File: config.mk
export PLATFORM = sky130hd
export DESIGN_NAME = irq_bank_ctrl
export DESIGN_NICKNAME = d
export VERILOG_FILES = /design/src/rtl/irqb_pkg.sv /design/src/rtl/irqb_pend.sv /design/src/rtl/irqb_pick.sv /design/src/rtl/irqb_chan.sv /design/src/rtl/irq_bank_ctrl.sv
export SDC_FILE = /design/constraint.sdc
export NUM_CORES = 2
export LEC_CHECK = 0
export ABC_CLOCK_PERIOD_IN_PS = 72000
export BUFFER_PORTS_ARGS = -buffer_cell sky130_fd_sc_hd__buf_4
export CAP_MARGIN = 25
export CORE_ASPECT_RATIO = 0.8
export CORE_MARGIN = 5
export CORE_UTILIZATION = 45
export CTS_CLUSTER_DIAMETER = 40
export DETAILED_ROUTE_END_ITERATION = 12
export GPL_ROUTABILITY_DRIVEN = 0
export GPL_TIMING_DRIVEN = 0
export SLEW_MARGIN = 0
export SYNTH_ARGS = -nofsm -noshare
export SYNTH_HDL_FRONTEND = slang
export SYNTH_SLANG_ARGS = --single-unit
File: constraint.sdc
create_clock -name clk -period 72 [get_ports clk]
set_input_delay 14.4 -clock clk [delete_from_list [all_inputs] [get_ports clk]]
set_output_delay 14.4 -clock clk [all_outputs]
set_load 0.005 [all_outputs]
File: src/rtl/irqb_pkg.sv
package irqb_pkg;
  localparam int OFS_PEND  = 'h00;
  localparam int OFS_MASK  = 'h04;
  localparam int OFS_ISRC  = 'h10;
  localparam int OFS_FSRC  = 'h14;
  localparam int OFS_CTRL  = 'h18;
  localparam int OFS_LVL   = 'h1C;
  localparam int OFS_GMASK = 'hA0;
  localparam int ACK_IRQ_BIT  = 0;
  localparam int ACK_FIQ_BIT  = 1;
  localparam int SRC_PRIO_LSB = 8;
  localparam int CFG_FIQ_BIT  = 0;
  localparam int CFG_TRIG_BIT = 1;
  localparam int CFG_PRIO_LSB = 2;
endpackage

File: src/rtl/irqb_pend.sv
module irqb_pend #(
  parameter int N = 32
) (
  input  logic         clk,
  input  logic         rst,
  input  logic [N-1:0] lines,
  input  logic [N-1:0] trig,
  input  logic [N-1:0] clr,
  input  logic         wr_en,
  input  logic [N-1:0] wr_keep,
  output logic [N-1:0] pend
);
  logic [N-1:0] prev_q;
  logic [N-1:0] latch_d;
  logic [N-1:0] keep;

  assign keep    = wr_en ? wr_keep : '1;
  // Edge latch: keep the old value unless it is cleared, then add new rising edges.
  assign latch_d = (((pend & trig) & ~clr & keep) | (lines & ~prev_q)) & trig;

  always_ff @(posedge clk) begin
    if (rst) begin
      prev_q <= '0;
      pend   <= '0;
    end else begin
      prev_q <= lines;
      pend   <= latch_d | (lines & ~trig);
    end
  end

  // an edge latch with no clear and no write stays set
  a_r7_edge_holds: assert property (@(posedge clk) disable iff (rst)
    (|(pend & trig & ~clr) && !wr_en && $stable(trig)) |=> |(pend & trig));
endmodule

File: src/rtl/irqb_pick.sv
module irqb_pick #(
  parameter int N      = 32,
  parameter int PRIO_W = 5,
  parameter int LINE_W = 5
) (
  input  logic                        clk,
  input  logic                        rst,
  input  logic [N-1:0]                cand,
  input  logic [N-1:0][PRIO_W-1:0]    prio,
  output logic                        any,
  output logic [LINE_W-1:0]           win_idx,
  output logic [PRIO_W-1:0]           win_prio
);
  // Scan upward; replace only on a strictly better priority, so ties keep the lower index.
  always_comb begin
    any      = 1'b0;
    win_idx  = '0;
    win_prio = '1;
    for (int i = 0; i < N; i++) begin
      if (cand[i] && (!any || prio[i] < win_prio)) begin
        any      = 1'b1;
        win_idx  = LINE_W'(i);
        win_prio = prio[i];
      end
    end
  end

  // the winner is always one of the candidates, with its own priority
  a_r4_win_eligible: assert property (@(posedge clk) disable iff (rst)
    any |-> (cand[win_idx] && prio[win_idx] == win_prio));
endmodule

File: src/rtl/irqb_chan.sv
module irqb_chan #(
  parameter int LINE_W = 5,
  parameter int PRIO_W = 5
) (
  input  logic              clk,
  input  logic              rst,
  input  logic              gmask_q,
  input  logic              gmask_nx,
  input  logic              cand_any,
  input  logic [LINE_W-1:0] cand_idx,
  input  logic [PRIO_W-1:0] cand_prio,
  input  logic              ack,
  output logic              busy,
  output logic [LINE_W-1:0] line,
  output logic [PRIO_W-1:0] prio,
  output logic              out
);
  logic take;
  logic busy_d;

  assign take   = !busy && !ack && cand_any && !gmask_q;
  assign busy_d = ack ? 1'b0 : (busy | take);

  always_ff @(posedge clk) begin
    if (rst) begin
      busy <= 1'b0;
      line <= '0;
      prio <= '0;
      out  <= 1'b0;
    end else begin
      busy <= busy_d;
      out  <= busy_d && !gmask_nx;
      if (take) begin
        line <= cand_idx;
        prio <= cand_prio;
      end
    end
  end

  // winner stays frozen while held and not acknowledged
  a_r5_frozen: assert property (@(posedge clk) disable iff (rst)
    (busy && !ack) |=> (busy && $stable(line) && $stable(prio)));
  // an acknowledge releases the channel
  a_r6_ack_release: assert property (@(posedge clk) disable iff (rst)
    (busy && ack) |=> !busy);
  // a capture only follows an eligible candidate with the global mask open
  a_r9_capture_cause: assert property (@(posedge clk) disable iff (rst)
    $rose(busy) |-> $past(cand_any && !gmask_q));
endmodule

File: src/rtl/irq_bank_ctrl.sv
module irq_bank_ctrl
  import irqb_pkg::*;
#(
  parameter int NUM_LINES   = 32,
  parameter int PRIO_W      = 5,
  parameter int ADDR_W      = 8,
  parameter int DATA_W      = 32,
  parameter bit FIRST_LEVEL = 1'b1
) (
  input  logic                 clk,
  input  logic                 rst,
  input  logic [NUM_LINES-1:0] irq_lines,
  input  logic                 bus_wr,
  input  logic [ADDR_W-1:0]    bus_addr,
  input  logic [DATA_W-1:0]    bus_wdata,
  output logic [DATA_W-1:0]    bus_rdata,
  output logic                 cpu_irq,
  output logic                 cpu_fiq
);
  localparam int LINE_W   = $clog2(NUM_LINES);
  localparam int LVL_SPAN = 4 * NUM_LINES;

  logic [NUM_LINES-1:0]             mask_q, fiq_q, trig_q, pend;
  logic [NUM_LINES-1:0][PRIO_W-1:0] prio_q;
  logic                             gmask_q, gmask_nx;

  // Address decode
  logic            wr_pend, wr_mask, wr_ctrl, wr_gmask, wr_lvl;
  logic            lvl_hit;
  logic [ADDR_W:0] lvl_off;
  logic [LINE_W-1:0] lvl_idx;

  assign lvl_off  = {1'b0, bus_addr} - (ADDR_W+1)'(OFS_LVL);
  assign lvl_hit  = (bus_addr >= ADDR_W'(OFS_LVL)) && (int'(lvl_off) < LVL_SPAN) && (lvl_off[1:0] == 2'b00);
  assign lvl_idx  = lvl_off[LINE_W+1:2];
  assign wr_pend  = bus_wr && bus_addr == ADDR_W'(OFS_PEND);
  assign wr_mask  = bus_wr && bus_addr == ADDR_W'(OFS_MASK);
  assign wr_ctrl  = bus_wr && bus_addr == ADDR_W'(OFS_CTRL);
  assign wr_gmask = bus_wr && bus_addr == ADDR_W'(OFS_GMASK);
  assign wr_lvl   = bus_wr && lvl_hit;
  assign gmask_nx = wr_gmask ? bus_wdata[0] : gmask_q;

  always_ff @(posedge clk) begin
    if (rst) begin
      mask_q  <= '1;
      gmask_q <= 1'b1;
      fiq_q   <= '0;
      trig_q  <= '0;
      prio_q  <= '0;
    end else begin
      gmask_q <= gmask_nx;
      if (wr_mask) mask_q <= bus_wdata[NUM_LINES-1:0];
      if (wr_lvl) begin
        fiq_q[lvl_idx]  <= FIRST_LEVEL ? bus_wdata[CFG_FIQ_BIT] : 1'b0;
        trig_q[lvl_idx] <= bus_wdata[CFG_TRIG_BIT];
        prio_q[lvl_idx] <= bus_wdata[CFG_PRIO_LSB +: PRIO_W];
      end
    end
  end

  // Acknowledge and edge-latch clearing
  logic ack_irq, ack_fiq;
  logic irq_busy, fiq_busy;
  logic [LINE_W-1:0] irq_line, fiq_line;
  logic [PRIO_W-1:0] irq_prio, fiq_prio;
  logic [NUM_LINES-1:0] clr;

  assign ack_irq = wr_ctrl && bus_wdata[ACK_IRQ_BIT];
  assign ack_fiq = wr_ctrl && bus_wdata[ACK_FIQ_BIT];

  always_comb begin
    clr = '0;
    if (ack_irq && irq_busy) clr[irq_line] = 1'b1;
    if (ack_fiq && fiq_busy) clr[fiq_line] = 1'b1;
  end

  irqb_pend #(.N(NUM_LINES)) u_pend (
    .clk(clk), .rst(rst), .lines(irq_lines), .trig(trig_q), .clr(clr),
    .wr_en(wr_pend), .wr_keep(bus_wdata[NUM_LINES-1:0]), .pend(pend)
  );

  logic [NUM_LINES-1:0] elig;
  assign elig = pend & ~mask_q;

  // Normal request path
  logic              irq_any;
  logic [LINE_W-1:0] irq_widx;
  logic [PRIO_W-1:0] irq_wprio;

  irqb_pick #(.N(NUM_LINES), .PRIO_W(PRIO_W), .LINE_W(LINE_W)) u_pick_irq (
    .clk(clk), .rst(rst), .cand(elig & ~fiq_q), .prio(prio_q),
    .any(irq_any), .win_idx(irq_widx), .win_prio(irq_wprio)
  );

  irqb_chan #(.LINE_W(LINE_W), .PRIO_W(PRIO_W)) u_chan_irq (
    .clk(clk), .rst(rst), .gmask_q(gmask_q), .gmask_nx(gmask_nx),
    .cand_any(irq_any), .cand_idx(irq_widx), .cand_prio(irq_wprio), .ack(ack_irq),
    .busy(irq_busy), .line(irq_line), .prio(irq_prio), .out(cpu_irq)
  );

  // Fast request path, first-level banks only
  generate
    if (FIRST_LEVEL) begin : g_fiq
      logic              fiq_any;
      logic [LINE_W-1:0] fiq_widx;
      logic [PRIO_W-1:0] fiq_wprio;

      irqb_pick #(.N(NUM_LINES), .PRIO_W(PRIO_W), .LINE_W(LINE_W)) u_pick_fiq (
        .clk(clk), .rst(rst), .cand(elig & fiq_q), .prio(prio_q),
        .any(fiq_any), .win_idx(fiq_widx), .win_prio(fiq_wprio)
      );

      irqb_chan #(.LINE_W(LINE_W), .PRIO_W(PRIO_W)) u_chan_fiq (
        .clk(clk), .rst(rst), .gmask_q(gmask_q), .gmask_nx(gmask_nx),
        .cand_any(fiq_any), .cand_idx(fiq_widx), .cand_prio(fiq_wprio), .ack(ack_fiq),
        .busy(fiq_busy), .line(fiq_line), .prio(fiq_prio), .out(cpu_fiq)
      );
    end else begin : g_nofiq
      assign fiq_busy = 1'b0;
      assign fiq_line = '0;
      assign fiq_prio = '0;
      assign cpu_fiq  = 1'b0;
    end
  endgenerate

  // Registered read mux
  logic [DATA_W-1:0] rd_word;

  always_comb begin
    rd_word = '0;
    if (lvl_hit)
      rd_word = DATA_W'({prio_q[lvl_idx], trig_q[lvl_idx], fiq_q[lvl_idx]});
    else if (bus_addr == ADDR_W'(OFS_PEND))  rd_word = DATA_W'(pend);
    else if (bus_addr == ADDR_W'(OFS_MASK))  rd_word = DATA_W'(mask_q);
    else if (bus_addr == ADDR_W'(OFS_ISRC))  rd_word = (DATA_W'(irq_prio) << SRC_PRIO_LSB) | DATA_W'(irq_line);
    else if (bus_addr == ADDR_W'(OFS_FSRC))  rd_word = (DATA_W'(fiq_prio) << SRC_PRIO_LSB) | DATA_W'(fiq_line);
    else if (bus_addr == ADDR_W'(OFS_GMASK)) rd_word = DATA_W'(gmask_q);
  end

  always_ff @(posedge clk) begin
    if (rst) bus_rdata <= '0;
    else     bus_rdata <= rd_word;
  end

  // global mask keeps both outputs quiet
  a_r9_gmask_quiet: assert property (@(posedge clk) disable iff (rst)
    gmask_q |-> (!cpu_irq && !cpu_fiq));
  // a secondary bank never raises the fast output
  a_r10_no_fiq_secondary: assert property (@(posedge clk) disable iff (rst)
    (!FIRST_LEVEL) |-> !cpu_fiq);
endmodule

==> qor.yml <==
outcome:
  outcome: "finished clean"
floorplan:
  die_w_um: 307
  die_y_um: 247
  core-area_um2: 70100
  ioPinCount: 109
  floorplan.initialDensity_pct: 45.2
  dieArea_um2: 75900
  rows: 87
power_and_ir_drop:
  power_frac_seq_pct: 36.4
  comb_power_share_pct: 6.9
  ir_drop_mv: 0.0157
  p_sw_share_pct: 28.6
  cellPowerDensity_nw_per_um2: 16.2
  p_leak_nw: 15.1
  pwr-share-clk_pct: 56.7
  finalPower_w: 0.000587
  power.switching_w: 0.000168
  p_int_w: 0.000419
clocking:
  clkSinkCount: 377
  htree_levels: 3
  cts_hold_buf: 0
  clkTransAtPathRegs_ns: 0.07
  clockBufferDepth: 3
  cts_tree: "built"
  cts_resized: 0
  cts_setup_buffers: 0
  root_buffer: "clkbuf_16"
  cts_buffers: 69
  clkLatencyLatePin_ns: 0.62
logic_synthesis:
  synth_edf_count: 0
  synth_common_cells: "584 x nor2_1, 377 x dfxtp_1, 366 x nand2_1"
  ys.flop_type: "dfxtp_1"
  syn_avg_cell_area_um2: 7.90
  synthesis.nets: 4228
  synth.area.top_cells: "dfxtp_1 24%, mux2i_1 9.9%, nor2_1 6.9%, ha_1 5.6%, nand2_1 4.3%"
  synth.top_cell.area_share_pct: 23.8
  yosysSeqAreaShare_pct: 23.8
  ys_warn_count: 0
  ys_types: 123
  yosysMostFrequentCell: "nor2_1"
  syn_area_um2: 31700
  syn_inst: 4012
  synth_seq_cells: 377
  synth_top_cell_by_area: "dfxtp_1"
  synthArstFlopShare_pct: 0
hold_path:
  holdCritPathClass: "reg2reg"
critical_path:
  worst_ep_required_time_ns: 72.52
  crit_slowest_cell: "a21oi_1"
  endpoint_kind: "register"
  worstPathArrival_ns: 56.43
  cp_max_fo: 10
  worstSetupPathType: "reg2reg"
  crit_path_start_kind: "register"
  slowest_delay_ns: 0.85
  path_common_cell: "ha_1"
sta:
  fin_crit_sh_pct: 77.7
  finClkSkew_ns: 0.0280
  tightestPinTransition_ns: 1.15
  finalCriticalPeriod_ns: 55.91
  grt_setup_unrepaired: "no"
  whs_ns: 0.460
  max-slew-margin-rel_pct: 23.2
  setup_violations: 0
  hold_violations: 0
  fmax_mhz: 17.9
  tns_ns: 0
  finalMaxSlewViolations: 0
routing:
  ant_nets: 0
  dr.pass1.iters: 10
  wl_per_cell_um: 25.1
  wirelength_um: 130000
  via_per_inst: 6.46
  drt_iter0_drc: 4148
  vias: 33500
  drc: 0
grt:
  grt_max_degree: 18
  grt_pass1_wl_um: 193000
  grt_pass1_vias: 30200
  grt_use_total_pct: 32.8
  grt_overflow_total: 0
  grt_antenna_before_repair: 0
cells_and_area:
  fin_nets: 4416
  n_fill_cell: 6834
  drive_above_1_share_pct: 11.9
  areaGrowthSynthToFinish_pct: 14.2
placed_design:
  dp_hpwl_um: 101000
  portBuffers: 98
job:
  max_cap_viol_count: 0
## registers in the layout (all words and copies together), names as in the netlist, 5 cells and up
signal                 flops
bus_rdata                 32
fiq_q                     32
g_fiq.u_chan_fiq.line      5
g_fiq.u_chan_fiq.prio      5
mask_q                    32
prio_q                   160
trig_q                    32
u_chan_irq.line            5
u_chan_irq.prio            5
u_pend.pend               32
u_pend.prev_q             32
## logic make-up (layout without fill, tap and decap cells)
kind of cell               count (synthesis)  count (layout)  synth area share, %
AOI/OAI and AO/OA                       1096            1096                 25.2
xor gates and xnor gates                  20              20                0.553
buffers and inverters                    401             646                 4.87
muxes                                    428             428                 16.2
DFF                                      377             377                 23.8
and+or+nand+nor                         1524            1524                 23.0
adders and majority gates                166             166                 6.37
other                                      0               1                    0
## per-layer routing
metal / up-vias / routed length (um) / GRT usage [%]
met4: 0 / 3990 / 9.00
met5: - / 0 / 0.314
met2: 1887 / 50100 / 44.9
li1: 15300 / - / -
met1: 16100 / 59800 / 49.7
met3: 251 / 16300 / 9.33
## worst max-delay path: cells and delay by family (launching register included)
kind,cells,cell delay [ns]
AO/OA/AOI/OAI,105,24.42
adder cells (fa/ha/maj),32,9.03
buffers and inverters,35,5.18
flip-flops,1,0.55
multiplexers,16,4.95
AND/OR/NAND/NOR,62,11.61
## cell type report
class	instances	area, um^2	area share (%)
inverters	199	747	2.06
diodes	1	2.50	0.00691
multi-input cells	3234	22600	62.5
well taps	934	1170	3.23
repair buffers	117	958	2.65
plain buffers	202	801	2.21
flip-flops and latches	377	7550	20.8
clock inverters	53	598	1.65
clock buffers	75	1770	4.88
## cells in the final DEF, fill, tap and decap left out, types with 67 or more instances in the layout
cell | Yosys | routed
nor2_1 | 584 | 584
nand2_1 | 366 | 366
ha_1 | 141 | 141
clkbuf_1 | 172 | 176
nand3b_1 | 71 | 71
dfxtp_1 | 377 | 377
mux2i_1 | 314 | 314
inv_1 | 199 | 199
buf_4 | 1 | 102
o21ai_0 | 184 | 184
clkbuf_16 | 0 | 69
nand3_1 | 67 | 67
a21o_1 | 76 | 76
a21oi_1 | 204 | 204
## stage by stage
stage,util [%],cells,cell area [um^2],setup slack [ns]
finish,51.7,5192,36200,16.09
detailed placement,48.3,5061,33800,17.62
global placement,47.9,5044,33600,17.82
global route,51.7,5191,36200,11.83
CTS,51.6,5189,36200,17.34
floorplan,-,4012,31700,25.99
## power groups by stage
stage | sequential (W) | combinational [W] | clock (W)
CTS | 0.000213 | 0.0000385 | 0.000334
detailed placement | 0.000218 | 0.0000383 | 0
floorplan | 0.000217 | 0.0000198 | 0
global placement | 0.000218 | 0.0000367 | 0
global route | 0.000213 | 0.0000416 | 0.000344
finish | 0.000213 | 0.0000404 | 0.000333
## path summary, 6_finish.rpt
check                                        startpoint                                    end  slack [ns]  cells past startpoint
setup / recovery                 mask_q[0]$_SDFFE_PP1P_  g_fiq.u_chan_fiq.line[3]$_SDFFE_PP0P_       16.09                    250
hold / removal    g_fiq.u_chan_fiq.prio[4]$_SDFFE_PP0P_  g_fiq.u_chan_fiq.prio[4]$_SDFFE_PP0P_        0.46                      2
setup reg to reg                 mask_q[0]$_SDFFE_PP1P_  g_fiq.u_chan_fiq.line[3]$_SDFFE_PP0P_       16.09                    250
hold reg to reg   g_fiq.u_chan_fiq.prio[4]$_SDFFE_PP0P_  g_fiq.u_chan_fiq.prio[4]$_SDFFE_PP0P_        0.46                      2
Note: power is estimated with default switching activity, not from simulation.
